## src/rtl/jpr_pkg.sv

```systemverilog
package jpr_pkg;

    localparam int IR_W = 4;
    localparam int DR_W = 32;

    // instruction codes (values are part of the host protocol)
    localparam logic [IR_W-1:0] OP_EXTEST = 4'h0;
    localparam logic [IR_W-1:0] OP_IDCODE = 4'h1;
    localparam logic [IR_W-1:0] OP_SAMPLE = 4'h2;
    localparam logic [IR_W-1:0] OP_KEY    = 4'h4;
    localparam logic [IR_W-1:0] OP_CMD    = 4'h5;
    localparam logic [IR_W-1:0] OP_LOAD   = 4'h6;
    localparam logic [IR_W-1:0] OP_READ   = 4'h7;
    localparam logic [IR_W-1:0] OP_HOLD   = 4'hC;
    localparam logic [IR_W-1:0] OP_BYPASS = 4'hF;

    localparam logic [10:0] MFG_CODE     = 11'h01F;
    localparam logic [6:0]  CMD_ERASE_GO = 7'h31;
    localparam logic [6:0]  CMD_WRITE_GO = 7'h35;
    localparam int          DONE_BIT     = 9;

    typedef enum logic [2:0] {
        SEL_BYP,
        SEL_ID,
        SEL_RST,
        SEL_KEY,
        SEL_CMD,
        SEL_PAGE
    } dr_sel_e;

    typedef enum logic {
        BZ_IDLE,
        BZ_RUN
    } busy_state_e;

    function automatic dr_sel_e decode_sel(input logic [IR_W-1:0] op);
        case (op)
            OP_IDCODE:       return SEL_ID;
            OP_HOLD:         return SEL_RST;
            OP_KEY:          return SEL_KEY;
            OP_CMD:          return SEL_CMD;
            OP_LOAD, OP_READ: return SEL_PAGE;
            default:         return SEL_BYP;
        endcase
    endfunction

    function automatic logic [5:0] sel_len(input dr_sel_e sel);
        case (sel)
            SEL_ID:   return 6'd32;
            SEL_KEY:  return 6'd16;
            SEL_CMD:  return 6'd15;
            SEL_PAGE: return 6'd8;
            default:  return 6'd1;
        endcase
    endfunction

endpackage

```

## src/rtl/jpr_ir.sv

```systemverilog
module jpr_ir
    import jpr_pkg::*;
(
    input  logic            tck,
    input  logic            trst_n,
    input  logic            tdi,
    input  logic            capture_ir,
    input  logic            shift_ir,
    input  logic            update_ir,
    output logic [IR_W-1:0] instr,
    output logic            ir_lsb
);

    logic [IR_W-1:0] ir_sr;

    always_ff @(posedge tck or negedge trst_n) begin
        if (!trst_n) begin
            ir_sr <= '0;
            instr <= OP_IDCODE;
        end else begin
            if (capture_ir) begin
                ir_sr <= IR_W'(2'b01);
            end else if (shift_ir) begin
                ir_sr <= {tdi, ir_sr[IR_W-1:1]};
            end
            if (update_ir) begin
                instr <= ir_sr;
            end
        end
    end

    assign ir_lsb = ir_sr[0];

endmodule

```

## src/rtl/jpr_busy.sv

```systemverilog
module jpr_busy
    import jpr_pkg::*;
#(
    parameter int BUSY_CYCLES = 1000
) (
    input  logic tck,
    input  logic trst_n,
    input  logic start_op,
    output logic done
);

    localparam int CNT_W = $clog2(BUSY_CYCLES + 1);
    localparam logic [CNT_W-1:0] CNT_LOAD = CNT_W'(BUSY_CYCLES - 1);

    busy_state_e      state, state_nxt;
    logic [CNT_W-1:0] cnt, cnt_nxt;

    always_ff @(posedge tck or negedge trst_n) begin
        if (!trst_n) begin
            state <= BZ_IDLE;
            cnt   <= '0;
        end else begin
            state <= state_nxt;
            cnt   <= cnt_nxt;
        end
    end

    always_comb begin
        state_nxt = state;
        cnt_nxt   = cnt;
        unique case (state)
            BZ_IDLE: begin
                if (start_op) begin
                    state_nxt = BZ_RUN;
                    cnt_nxt   = CNT_LOAD;
                end
            end
            BZ_RUN: begin
                if (start_op) begin
                    cnt_nxt = CNT_LOAD;
                end else if (cnt == '0) begin
                    state_nxt = BZ_IDLE;
                end else begin
                    cnt_nxt = cnt - 1'b1;
                end
            end
        endcase
    end

    always_comb begin
        done = (state == BZ_IDLE);
    end

endmodule

```

## src/rtl/jpr_dr.sv

```systemverilog
module jpr_dr
    import jpr_pkg::*;
#(
    parameter logic [DR_W-1:0] ID_WORD    = 32'h1000_003F,
    parameter logic [15:0]     KEY        = 16'hA370,
    parameter int              PAGE_BYTES = 16
) (
    input  logic            tck,
    input  logic            trst_n,
    input  logic            tdi,
    input  logic            capture_dr,
    input  logic            shift_dr,
    input  logic            update_dr,
    input  logic [IR_W-1:0] instr,
    input  logic            flash_done,
    output logic            dr_lsb,
    output logic            core_hold,
    output logic            prog_active,
    output logic            start_op
);

    localparam int PTR_W = $clog2(PAGE_BYTES);
    localparam logic [PTR_W-1:0] PTR_LAST = PTR_W'(PAGE_BYTES - 1);

    dr_sel_e          sel;
    logic [5:0]       cur_len;
    logic [DR_W-1:0]  dr_sr, shifted, cap_val;
    logic [7:0]       page_buf [PAGE_BYTES];
    logic [PTR_W-1:0] wr_ptr, rd_ptr;
    logic             cmd_go, load_ok;

    always_comb begin
        sel     = decode_sel(instr);
        cur_len = sel_len(sel);
    end

    always_comb begin
        shifted = dr_sr >> 1;
        shifted[cur_len - 6'd1] = tdi;
    end

    always_comb begin
        cap_val = '0;
        case (sel)
            SEL_ID:   cap_val = ID_WORD;
            SEL_RST:  cap_val[0] = core_hold;
            SEL_CMD:  cap_val[DONE_BIT] = flash_done & prog_active;
            SEL_PAGE: if (instr == OP_READ) cap_val[7:0] = page_buf[rd_ptr];
            default:  cap_val = '0;
        endcase
    end

    always_comb begin
        cmd_go   = (dr_sr[14:8] == CMD_ERASE_GO) || (dr_sr[14:8] == CMD_WRITE_GO);
        start_op = update_dr && (sel == SEL_CMD) && prog_active && cmd_go;
        load_ok  = update_dr && (instr == OP_LOAD) && prog_active;
    end

    always_ff @(posedge tck or negedge trst_n) begin
        if (!trst_n) begin
            dr_sr       <= '0;
            core_hold   <= 1'b0;
            prog_active <= 1'b0;
        end else begin
            if (capture_dr) begin
                dr_sr <= cap_val;
            end else if (shift_dr) begin
                dr_sr <= shifted;
            end
            if (update_dr && sel == SEL_RST) begin
                core_hold <= dr_sr[0];
            end
            if (update_dr && sel == SEL_KEY) begin
                prog_active <= (dr_sr[15:0] == KEY);
            end
        end
    end

    always_ff @(posedge tck or negedge trst_n) begin
        if (!trst_n) begin
            wr_ptr <= '0;
            rd_ptr <= '0;
            for (int i = 0; i < PAGE_BYTES; i++) begin
                page_buf[i] <= 8'hFF;
            end
        end else begin
            if (instr != OP_LOAD) begin
                wr_ptr <= '0;
            end else if (load_ok) begin
                page_buf[wr_ptr] <= dr_sr[7:0];
                wr_ptr <= (wr_ptr == PTR_LAST) ? '0 : wr_ptr + 1'b1;
            end
            if (instr != OP_READ) begin
                rd_ptr <= '0;
            end else if (capture_dr) begin
                rd_ptr <= (rd_ptr == PTR_LAST) ? '0 : rd_ptr + 1'b1;
            end
        end
    end

    assign dr_lsb = dr_sr[0];

endmodule

```

## src/rtl/jtag_prog_port.sv

```systemverilog
module jtag_prog_port
    import jpr_pkg::*;
#(
    parameter logic [3:0]  VERSION     = 4'h1,
    parameter logic [15:0] PART        = 16'h5A3C,
    parameter logic [15:0] KEY         = 16'hA370,
    parameter int          BUSY_CYCLES = 1000,
    parameter int          PAGE_BYTES  = 16
) (
    input  logic tck,
    input  logic trst_n,
    input  logic tdi,
    input  logic capture_ir,
    input  logic shift_ir,
    input  logic update_ir,
    input  logic capture_dr,
    input  logic shift_dr,
    input  logic update_dr,
    output logic tdo,
    output logic core_hold,
    output logic prog_active
);

    localparam logic [DR_W-1:0] ID_WORD = {VERSION, PART, MFG_CODE, 1'b1};

    logic [IR_W-1:0] instr;
    logic            ir_lsb, dr_lsb;
    logic            flash_done, start_op;

    jpr_ir u_ir (
        .tck        (tck),
        .trst_n     (trst_n),
        .tdi        (tdi),
        .capture_ir (capture_ir),
        .shift_ir   (shift_ir),
        .update_ir  (update_ir),
        .instr      (instr),
        .ir_lsb     (ir_lsb)
    );

    jpr_dr #(
        .ID_WORD    (ID_WORD),
        .KEY        (KEY),
        .PAGE_BYTES (PAGE_BYTES)
    ) u_dr (
        .tck         (tck),
        .trst_n      (trst_n),
        .tdi         (tdi),
        .capture_dr  (capture_dr),
        .shift_dr    (shift_dr),
        .update_dr   (update_dr),
        .instr       (instr),
        .flash_done  (flash_done),
        .dr_lsb      (dr_lsb),
        .core_hold   (core_hold),
        .prog_active (prog_active),
        .start_op    (start_op)
    );

    jpr_busy #(
        .BUSY_CYCLES (BUSY_CYCLES)
    ) u_busy (
        .tck      (tck),
        .trst_n   (trst_n),
        .start_op (start_op),
        .done     (flash_done)
    );

    // output stage on the falling edge
    always_ff @(negedge tck or negedge trst_n) begin
        if (!trst_n) begin
            tdo <= 1'b0;
        end else begin
            tdo <= shift_ir ? ir_lsb : dr_lsb;
        end
    end

endmodule

```

## config.mk

```make
export PLATFORM = sky130hd
export DESIGN_NAME = jtag_prog_port
export DESIGN_NICKNAME = d
export VERILOG_FILES = /design/src/rtl/jpr_pkg.sv /design/src/rtl/jpr_ir.sv /design/src/rtl/jpr_busy.sv /design/src/rtl/jpr_dr.sv /design/src/rtl/jtag_prog_port.sv
export SDC_FILE = /design/constraint.sdc
export NUM_CORES = 1
export LEC_CHECK = 0
export BUFFER_PORTS_ARGS = -buffer_cell sky130_fd_sc_hd__buf_4
export CORE_UTILIZATION = 45
export CTS_CLUSTER_DIAMETER = 60
export DETAILED_ROUTE_END_ITERATION = 10
export PLACE_DENSITY_LB_ADDON = 0.12
export RECOVER_POWER = 50
export SLEW_MARGIN = 20
export SYNTH_ARGS = -nofsm -noshare
export SYNTH_HDL_FRONTEND = slang
export SYNTH_HIERARCHICAL = 1
export SYNTH_SLANG_ARGS = --single-unit
```

## constraint.sdc

```tcl
create_clock -name tck -period 5.76 [get_ports tck]
set_input_delay 0.288 -clock tck [delete_from_list [all_inputs] [get_ports tck]]
set_output_delay 0.288 -clock tck [all_outputs]
set_load 0.01 [all_outputs]
```

-- After elaboration in Yosys (flattened, before gate mapping)
Index checks and enable logic that the tools add are counted.
- register bits: 190
- input port bits: 9
- output and inout bits: 3
- add/subtract/negate cells: 4
- $lt $le $gt $ge: 5
- equality and inequality tests: 20
- multiplexer cells: 35
- bitwise logic cells: 5
- reduce and logical (&&, ||, !) cells: 18
- operators with widths (operator ; number):
    $bwmux W128 ; 1
    $mux W32 ; 2
    $bmux W8 S4 ; 1
    $bwmux W32 ; 1
    $demux W8 S4 ; 1
    $mux W4 ; 8
    $mux W8 ; 4
    $mux W10 ; 3
    $pmux W6 S4 ; 1
    $pmux W10 S2 ; 1
    $mux W19 ; 1
    $eq A16 B16 Y1 const B ; 1
    $eq A4 B3 Y1 const B ; 4
    $pmux W3 S5 ; 1
    $eq A7 B6 Y1 const B ; 2
    $pmux W7 S2 ; 1
    $eq A4 B4 Y1 const B ; 3
    $ge A5 B5 Y1 const B ; 2
    $logic_not A10 Y1 ; 1
    $not A4 Y5 ; 2
    $sub A10 B1 Y10 const B ; 1
    $logic_and A1 B1 Y1 ; 9
    $add A4 B1 Y4 const B ; 2
    $ne A4 B3 Y1 const B ; 2
    other kinds (20) ; 32

-- Logic depth before layout (Yosys ltp)
Gate-level depths: netlist of the first run.
- depth after elaboration: 13
- mapped depth: 7
- gate-level depth less buffers: 6

-- Cells and area by module
Netlist of the first run, hierarchy kept.
- by module, submodules not included (module ; times used ; cells an instance ; area an instance (um^2) ; seq. area each (um^2)):
    jpr_dr ; 1 ; 584 ; 8269.2 ; 4414.2
    jpr_busy ; 1 ; 59 ; 631.9 ; 275.3
    jpr_ir ; 1 ; 21 ; 316.6 ; 201.4
    jtag_prog_port ; 1 ; 2 ; 40.0 ; 25.0

==> impl_metrics.toml, run 1 <==
[outcome]
status = "finished with violations"
violations = "capacitance limit, slew limit"

[worst_setup_path]
worstPathCellList = "buf_4"
critPathCaptureType = "primary output"
startpoint_type = "register"
required_ns = 5.47
critPathKind = "reg2out"
critPathMaxStageDelay_ns = 0.39
worstPathArrival_ns = 3.78
critical_path_buf_inv_count = 1
cp_slowest_cell = "dfrtn_1"
critical_path.top_delay_family = "flip-flops"
path_max_fanout = 1

[placement]
post-place-cells = 904
place_congestion = 0.799
io_buffers = 11
pre_cts_slack_ns = 1.76
dp_hpwl_microns = 12100
placed_area_sq_mm = 0.00946

[clock_network]
clk_pin_slew_worst_paths_ns = 0.08
ctsHtreeMaxLevel = 4
cts_buffer_depth = 2
cts-buffers-inserted = 17
cts_tree = "yes"
cts_root_buf = "clkbuf_16"
cts_hold_buf = 1
cts_resized = 0
post-cts-setup-buffer-count = 0
worstSkewPairLatency_ns = 0.42
clock-sinks = 190

[timing]
relSlewSlack_pct = -112
fin_worst_skew_ns = 0.0283
fin_ws_ns = 1.69
setup_violations = 0
fin_hold_ws_ns = 0.0276
setup-tns-final_ns = 0
rsz0062_at_grt = "no"
finalHoldViolCount = 0
maxSlewViolCount = 151
worstMarginPinSlew_ns = 3.18

[cells_and_area]
drive_gt1_share_pct = 53.0
area_growth_pct = 8.10
fin_cells = 936
layout.nets = 669
most-common-layout-cells = "mux2_2 (141), dfstp_2 (128), dfrtp_1 (59), nor2_1 (47), mux2i_1 (30)"
diodes = 0
design_area_sq_mm = 0.0100
seq_area_sq_mm = 0.00492
num-fill-cells = 1771
final_common_cell = "mux2_2"
final_core_util_pct = 49.6
multiInputGateArea_sq_mm = 0.00406

[synth]
avgSynthCellArea_sq_um = 13.9
synth_fp_nets = 681
synth_top_cell_by_area = "dfstp_2"
ys_seq_elements = 190
ys.flop_type = "dfstp_2"
synthCells = 666
synth_area_sq_mm = 0.00926
yosysWarnings = 6
seq_area_frac_synth_pct = 53.1
ys_top_cells_by_area = "dfstp_2 (37%), mux2_2 (17%), dfrtp_1 (16%)"
synth_cell_types = 62
async_reset_ff_share_pct = 100
synth.top_cell.area_share_pct = 36.6
synth_edf_count = 0

[power]
ir_worst_vdd_mv = 0.179
power_leakage_nw = 4.13
power.density_mw_per_mm2 = 264
finalPower_mw = 2.65

[grt]
grt.total_usage_pct = 19.0
grt_pass1_vias = 5552
grt_pass1_wl_microns = 30900
overflow = 0
antenna_found_initial = 0
grt_max_degree = 81

[floorplanning]
dieArea_sq_mm = 0.0211
die_h_microns = 145
ioPinCount = 12
rows = 52
die_w_microns = 145
core_sq_mm = 0.0202
initial_core_util_pct = 45.9

[drt]
drt_first_pass_iters = 5
viasPerCell = 5.59
drtAntennaViolNets = 0
post_drt_wl_per_cell_microns = 20.1
drt_iter0_drc = 333
route.detailed.drc = 0
wl_microns = 18900
vias = 5236

[run]
max_cap_violations = 3

[hold_path]
min_path_type = "in2reg"
## registers in the layout, summed over array words and instances, names as in the netlist
name and cells:
u_dr/wr_ptr 4, tdo 1, u_dr/core_hold 1, u_busy/cnt 10, u_dr/page_buf 128, u_busy/state 1, u_dr/rd_ptr 4, u_dr/prog_active 1
u_dr/dr_sr 32, u_ir/instr 4, u_ir/ir_sr 4
## power breakdown
| group | switching [mW] | internal (mW) | total [mW] |
|---|---|---|---|
| clock network | 0.503 | 0.614 | 1.12 |
| registers | 0.0575 | 1.36 | 1.42 |
| logic | 0.0652 | 0.0421 | 0.107 |
## kinds of logic after synthesis
logic type      Yosys count  share of synthesized area (%)
flops                   190                           53.1
mux                     205                           28.9
buf+inv                  54                           3.03
compound gates           53                           4.43
fa+ha+maj                 6                          0.811
xor+xnor                  6                          0.568
simple gates            152                           9.19
## cell type report
cell class / count / area share, %
Inverter: 7 / 0.263
Tap cell: 270 / 3.38
Clock buffer: 21 / 4.50
Sequential cell: 190 / 49.1
Timing Repair Buffer: 16 / 1.08
Multi-Input combinational cell: 422 / 40.6
Clock inverter: 10 / 1.04
## cells in the mapped netlist, types with 6 or more instances
cell type,number
nand2_2,12
buf_2,12
mux2_2,141
mux4_2,18
nor2_1,47
a211oi_1,12
nor2b_1,18
inv_1,7
a21oi_1,10
dfstp_2,129
nand3_1,11
mux2i_1,30
clkbuf_1,21
ha_1,6
nand2_1,15
mux4_1,13
dfrtp_1,60
nor3_1,7
## per-layer routing
metal	vias up	routed length [microns]	part of all wire (%)	track usage (%)
li1	2420	-	-	-
met1	2744	8650	46	25.4
met2	60	9530	51	32.1
met3	12	493	2.6	3.70
met4	0	179	0.95	4.79
met5	-	0	0	0
## path summary, 6_finish.rpt
| check | from | to | slack (ns) | cells past startpoint |
|---|---|---|---|---|
| setup reg to reg | u_dr/dr_sr[0] | tdo | 1.73 | 1 |
| hold / removal | capture_ir | u_ir/ir_sr[2] | 0.03 | 2 |
| max in group asynchronous | trst_n | u_busy/cnt[1] | 2.06 | 3 |
| min in group asynchronous | trst_n | u_busy/cnt[4] | 0.34 | 2 |
| hold reg to reg | u_dr/dr_sr[30] | u_dr/dr_sr[30] | 0.53 | 2 |
| setup / recovery | tdo | tdo | 1.69 | 1 |
Note: power is estimated with default switching activity, not from simulation.
==> run 2: changes to the inputs <==
--- a/config.mk
+++ b/config.mk
@@ -5,6 +5,7 @@
 export SDC_FILE = /design/constraint.sdc
 export NUM_CORES = 1
 export LEC_CHECK = 0
+export ABC_AREA = 1
 export BUFFER_PORTS_ARGS = -buffer_cell sky130_fd_sc_hd__buf_4
 export CORE_UTILIZATION = 45
 export CTS_CLUSTER_DIAMETER = 60
==> constraint.sdc (replaced) <==
create_clock -name tck -period 3.75 [get_ports tck]
set_input_delay 0.1875 -clock tck [delete_from_list [all_inputs] [get_ports tck]]
set_output_delay 0.1875 -clock tck [all_outputs]
set_load 0.01 [all_outputs]
==> run 2 against run 1 <==
  * The flow still finishes with violations (capacitance limit, slew limit)
  * Setup slack got worse by 0.92 ns
  * Global-route usage increased by 3.5 points
  * Hold slack got worse by 0.014 ns
  * Sequential cell count unchanged
  * Clock skew decreased by 0.0019 ns
  * Die area decreased by 0.65%
  * Synthesized area decreased by 0.66%
  * Clock-buffer cell count decreased by 4
  * Non-clock buffer count increased by 5
  * Sequential power increased by 49%
  * Register-to-register slack got worse by 0.57 ns
  * First-iteration DRC count increased by 62%
  * Largest power group unchanged
  * Highest routed layer unchanged
==> impl_metrics.toml, run 2 <==
[outcome]
status = "finished with violations"
violations = "capacitance limit, slew limit"

[cells_and_area]
layout.nets = 1129
largest_reg_flops = 128
reg.largest.list = "u_dr/page_buf x128, u_dr/dr_sr x32, u_busy/cnt x10"
drive_gt1_share_pct = 18.8
diodes = 0
most-common-layout-cells = "nand2_1 (351), dfstp_2 (128), o21ai_1 (108), o21ai_0 (106), nor2_1 (84)"
regMostFlops = "u_dr/page_buf"
final_common_cell = "nand2_1"
area_growth_pct = 8.50

[hold_path]
min_path_type = "in2reg"
hold_start = "tdi"
whs_path_depth = 3
holdPathEnd = "u_ir/ir_sr[3]"

[timing]
fin_hold_ws_ns = 0.0134
fin_ws_ns = 0.769
worstMarginPinSlew_ns = 2.17
maxSlewViolCount = 160
fin_worst_skew_ns = 0.0264
setup-tns-final_ns = 0
rsz0062_at_grt = "no"
setup_violations = 0
relSlewSlack_pct = -44.9
finalHoldViolCount = 0

[clock_network]
post-cts-setup-buffer-count = 0
cts-buffers-inserted = 17
cts_buffer_depth = 2
cts_resized = 0
cts_tree = "yes"
cts_root_buf = "clkbuf_16"
worstSkewPairLatency_ns = 0.43
cts_hold_buf = 3
ctsHtreeMaxLevel = 4
clk_pin_slew_worst_paths_ns = 0.07
clock-sinks = 190

[placement]
pre_cts_slack_ns = 1.18
place_congestion = 0.819
io_buffers = 11
dp_hpwl_microns = 13800

[synth]
async_reset_ff_share_pct = 100
synthCells = 1127
synth_cell_types = 40
ys_seq_elements = 190
post_synth_most_frequent_cells = "nand2_1 (351), dfstp_2 (129), o21ai_1 (108)"
synth_fp_nets = 1142
seq_area_frac_synth_pct = 53.5
synth.top_cell.area_share_pct = 36.9
ys.flop_type = "dfstp_2"
yosysWarnings = 6
synth_top_cell_by_area = "dfstp_2"
avgSynthCellArea_sq_um = 8.16
synth_edf_count = 0
yosysMostFrequentCell = "nand2_1"
ys_top_cells_by_area = "dfstp_2 (37%), dfrtp_1 (16%), nand2_1 (14%)"
synth_area_sq_mm = 0.00920

[floorplanning]
dieArea_sq_mm = 0.0210
rows = 51
ioPinCount = 12
die_h_microns = 145
die_w_microns = 145
initial_core_util_pct = 46.6
core_sq_mm = 0.0197

[run]
max_cap_violations = 1

[worst_setup_path]
path_max_fanout = 1
r2r_start = "u_dr/dr_sr[0]"
r2r-end = "tdo"
critical_path_buf_inv_count = 1
r2r_cells = 2
startpoint_type = "register"
critPathKind = "reg2out"
worstPathCellList = "buf_4"
critical_path.top_delay_family = "flip-flops"
critPathMaxStageDelay_ns = 0.40
required_ns = 3.56
cp_slowest_cell = "dfrtn_1"
reg2reg_slack_ns = 1.16
critPathCaptureType = "primary output"
worstPathArrival_ns = 2.79

[drt]
drtAntennaViolNets = 0
vias = 7263
viasPerCell = 5.22
route.detailed.drc = 0
wl_microns = 22400
drt_first_pass_iters = 5
post_drt_wl_per_cell_microns = 16.1
drt_iter0_drc = 538

[power]
finalPower_mw = 4.09
ir_worst_vdd_mv = 0.278
power_leakage_nw = 4.10
power.density_mw_per_mm2 = 410

[grt]
grt_max_degree = 160
antenna_found_initial = 0
overflow = 0
grt_pass1_wl_microns = 37300
grt_pass1_vias = 6862
grt.total_usage_pct = 22.5
-- run 2: cell count changes after synthesis, sizes merged, moves of 44 or more --
cell / previous run / this run
mux2: 144 / 0
nand2: 27 / 372
nand3: 15 / 59
inv: 7 / 84
nor2: 47 / 93
o21ai: 8 / 217
-- run 2: worst register-to-register path, stage by stage, from the launching register on --
cell and delay (ns):
dfrtp_1 0.42, nand2_1 0.08, nand2_1 0.04
-- run 2: where the power goes --
| group | leakage, nW | switching (mW) | internal [mW] |
|---|---|---|---|
| combinational | 1.73 | 0.175 | 0.0390 |
| clock | 0.266 | 0.830 | 0.926 |
| sequential | 2.10 | 0.0250 | 2.09 |
| total | 4.10 | 1.03 | 3.06 |
-- run 2: logic make-up (layout without fill, tap and decap cells) --
kind of cell / after synthesis / count (layout) / synth area share, %
xor gates and xnor gates: 4 / 4 / 0.381
and+or+nand+nor: 539 / 539 / 24.9
AOI/OAI and AO/OA: 247 / 247 / 14.1
adders and majority gates: 6 / 6 / 0.816
DFF: 190 / 190 / 53.5
buffers and inverters: 141 / 141 / 6.33
-- run 2: area by class of cell --
class                      count  area, sq um
clock buffer                  17          425
clock inverter                15          136
fill                        1938         9740
inverter                      88          332
multi-input combinational    796         3690
sequential                   190         4920
tap                          265          332
timing repair buffer          21          149
-- run 2: worst max-delay path by stage --
stage                       start              to  slack, ns  cells after the start
finish                        tdo             tdo       0.77                      1
global route               trst_n  u_dr/rd_ptr[0]       0.40                      3
CTS                           tdo             tdo       0.76                      1
detailed placement  u_dr/dr_sr[0]             tdo       1.18                      2
global placement              tdo             tdo       1.20                      1
floorplan           u_dr/dr_sr[0]             tdo       1.24                      2
-- run 2: stage by stage --
step,utilization (%),area [sq um],cells
2_1_floorplan,-,9200,1127
3_3_place_gp,47.8,9430,1357
3_5_place_dp,47.8,9430,1357
4_1_cts,50.8,10000,1392
5_1_grt,50.6,9980,1392
6_report,50.6,9980,1392
-- run 2: per-layer routing --
layer  vias up  global-route usage, %  wire [microns]  part of all wire [%]
li1       3613                      -               -                     -
met1      3462                   33.1           11000                    49
met2       174                   34.1           10100                    45
met3        14                   4.56            1160                   5.2
met4         0                   5.16             215                  0.96
met5         -                      0               0                     0
==> run 3: changes to the inputs <==
--- a/config.mk
+++ b/config.mk
@@ -5,7 +5,7 @@
 export SDC_FILE = /design/constraint.sdc
 export NUM_CORES = 1
 export LEC_CHECK = 0
-export ABC_AREA = 1
+export ABC_AREA = 0
 export BUFFER_PORTS_ARGS = -buffer_cell sky130_fd_sc_hd__buf_4
 export CORE_UTILIZATION = 45
 export CTS_CLUSTER_DIAMETER = 60
==> constraint.sdc (replaced) <==
create_clock -name tck -period 2.6 [get_ports tck]
set_input_delay 0.13 -clock tck [delete_from_list [all_inputs] [get_ports tck]]
set_output_delay 0.13 -clock tck [all_outputs]
set_load 0.01 [all_outputs]
==> run 3 against run 2 <==
  * The flow still finishes with violations (capacitance limit, slew limit)
  * Sequential share of layout area shrank 0.88 points
  * Global-route usage shrank 2.9 points
  * Routed wire length decreased by 13%
  * Clock skew is 0.0015 ns higher
==> impl_metrics.toml, run 3 (synthesis results as in run 1) <==
[outcome]
status = "finished with violations"
violations = "capacitance limit, slew limit"

[timing]
maxSlewViolCount = 190
relSlewSlack_pct = -17.3
worstMarginPinSlew_ns = 1.76
finalHoldViolCount = 0
rsz0062_at_grt = "no"
fin_ws_ns = 0.236
fin_worst_skew_ns = 0.0279
fin_hold_ws_ns = 0.0252
setup-tns-final_ns = 0
setup_violations = 0

[drt]
wl_met3_microns = 428
drt-met1-wl_microns = 9210
vias = 5330
highest_layer = "met4"
viasPerCell = 5.62
route.detailed.drc = 0
drt_iter0_drc = 317
drt_first_pass_iters = 4
wl_microns = 19600
routed-wl-met2_microns = 9440
post_drt_wl_per_cell_microns = 20.6
drtAntennaViolNets = 0

[placement]
pre_cts_slack_ns = 0.496
dp_hpwl_microns = 12200
io_buffers = 11
post-place-cells = 912
placed_area_sq_mm = 0.00956
place_congestion = 0.809

[grt]
grt_pass1_vias = 5538
grt_max_degree = 190
grt_pass1_wl_microns = 31700
overflow = 0
antenna_found_initial = 0
grt.total_usage_pct = 19.6

[cells_and_area]
design_area_sq_mm = 0.0102
reg.largest.list = "u_dr/page_buf x128, u_dr/dr_sr x32, u_busy/cnt x10"
area_growth_pct = 9.74
seq_area_sq_mm = 0.00492
num-fill-cells = 1709
final_core_util_pct = 50.4
drive_gt1_share_pct = 53.8
diodes = 0
multiInputGateArea_sq_mm = 0.00406
fin_cells = 948
final_common_cell = "mux2_2"
layout.nets = 680
largest_reg_flops = 128
regMostFlops = "u_dr/page_buf"
most-common-layout-cells = "mux2_2 (141), dfstp_2 (129), dfrtp_1 (59), nor2_1 (47), mux2i_1 (30)"

[floorplanning]
die_w_microns = 145
dieArea_sq_mm = 0.0211
ioPinCount = 12
initial_core_util_pct = 45.9
core_sq_mm = 0.0202
die_h_microns = 145
rows = 52

[worst_setup_path]
path_max_fanout = 6
required_ns = 1.54
startpoint_type = "primary input"
worstPathArrival_ns = 1.31
critPathKind = "in2reg"
critPathCaptureType = "register"

[clock_network]
ctsHtreeMaxLevel = 4
cts-buffers-inserted = 17
cts_resized = 0
cts_buffer_depth = 2
cts_root_buf = "clkbuf_16"
cts_tree = "yes"
clock-sinks = 190
clk_pin_slew_worst_paths_ns = 0.07
worstSkewPairLatency_ns = 0.42

[hold_path]
min_path_type = "in2reg"

[power]
finalPower_mw = 6.02
p_sw_mw = 1.46
power_leakage_nw = 4.22
swShare_pct = 24.3
power.density_mw_per_mm2 = 592
clkPwrFrac_pct = 43.3
p_comb_share_pct = 5.3
internal_power_mw = 4.56
ir_worst_vdd_mv = 0.418
power_frac_seq_pct = 51.4

[run]
max_cap_violations = 1
-- run 3: layout make-up --
type / instances / area share, %
Sequential cell: 190 / 48.4
Multi-Input combinational cell: 422 / 40.0
Clock buffer: 20 / 4.59
Tap cell: 270 / 3.33
Timing Repair Buffer: 27 / 2.19
Clock inverter: 12 / 1.26
Inverter: 7 / 0.259
-- run 3: path summary, 6_finish.rpt --
check | from | endpoint | slack [ns] | cells after the start
min in group asynchronous | trst_n | u_ir/ir_sr[3] | 0.71 | 3
min reg2reg | u_dr/dr_sr[23] | u_dr/dr_sr[22] | 0.51 | 2
min | tdi | u_ir/ir_sr[3] | 0.03 | 3
max reg2reg | u_ir/ir_sr[0] | tdo | 0.47 | 1
max in group asynchronous | trst_n | u_dr/rd_ptr[0] | 0.54 | 3
max | shift_ir | tdo | 0.24 | 3
-- run 3: power groups by stage --
stage / combinational, mW / clock, mW / sequential, mW
final: 0.319 / 2.61 / 3.09
after global routing: 0.359 / 2.81 / 3.10
after CTS: 0.330 / 2.70 / 3.09
after detailed placement: 0.324 / 0 / 3.14
after global placement: 0.314 / 0 / 3.14
after floorplan: 0.205 / 0 / 3.10
-- run 3: metal layers --
| metal | up-vias | track usage [%] |
|---|---|---|
| met5 | - | 0 |
| met4 | 0 | 7.21 |
| met3 | 20 | 3.35 |
| met2 | 61 | 31.5 |
| met1 | 2815 | 26.9 |
| li1 | 2434 | - |
-- run 3: worst max-delay path, stage by stage --
cell,delay (ns)
dlygate4sd3_1,0.52
clkbuf_1,0.32
mux2_4,0.33
-- run 3: timing repair --
action | in CTS | in global routing
endpoints found under the setup margin | 0 | 0
endpoints found under the hold margin | 68 | 0
setup buffers | 0 | 0
hold buffers | 4 | 0
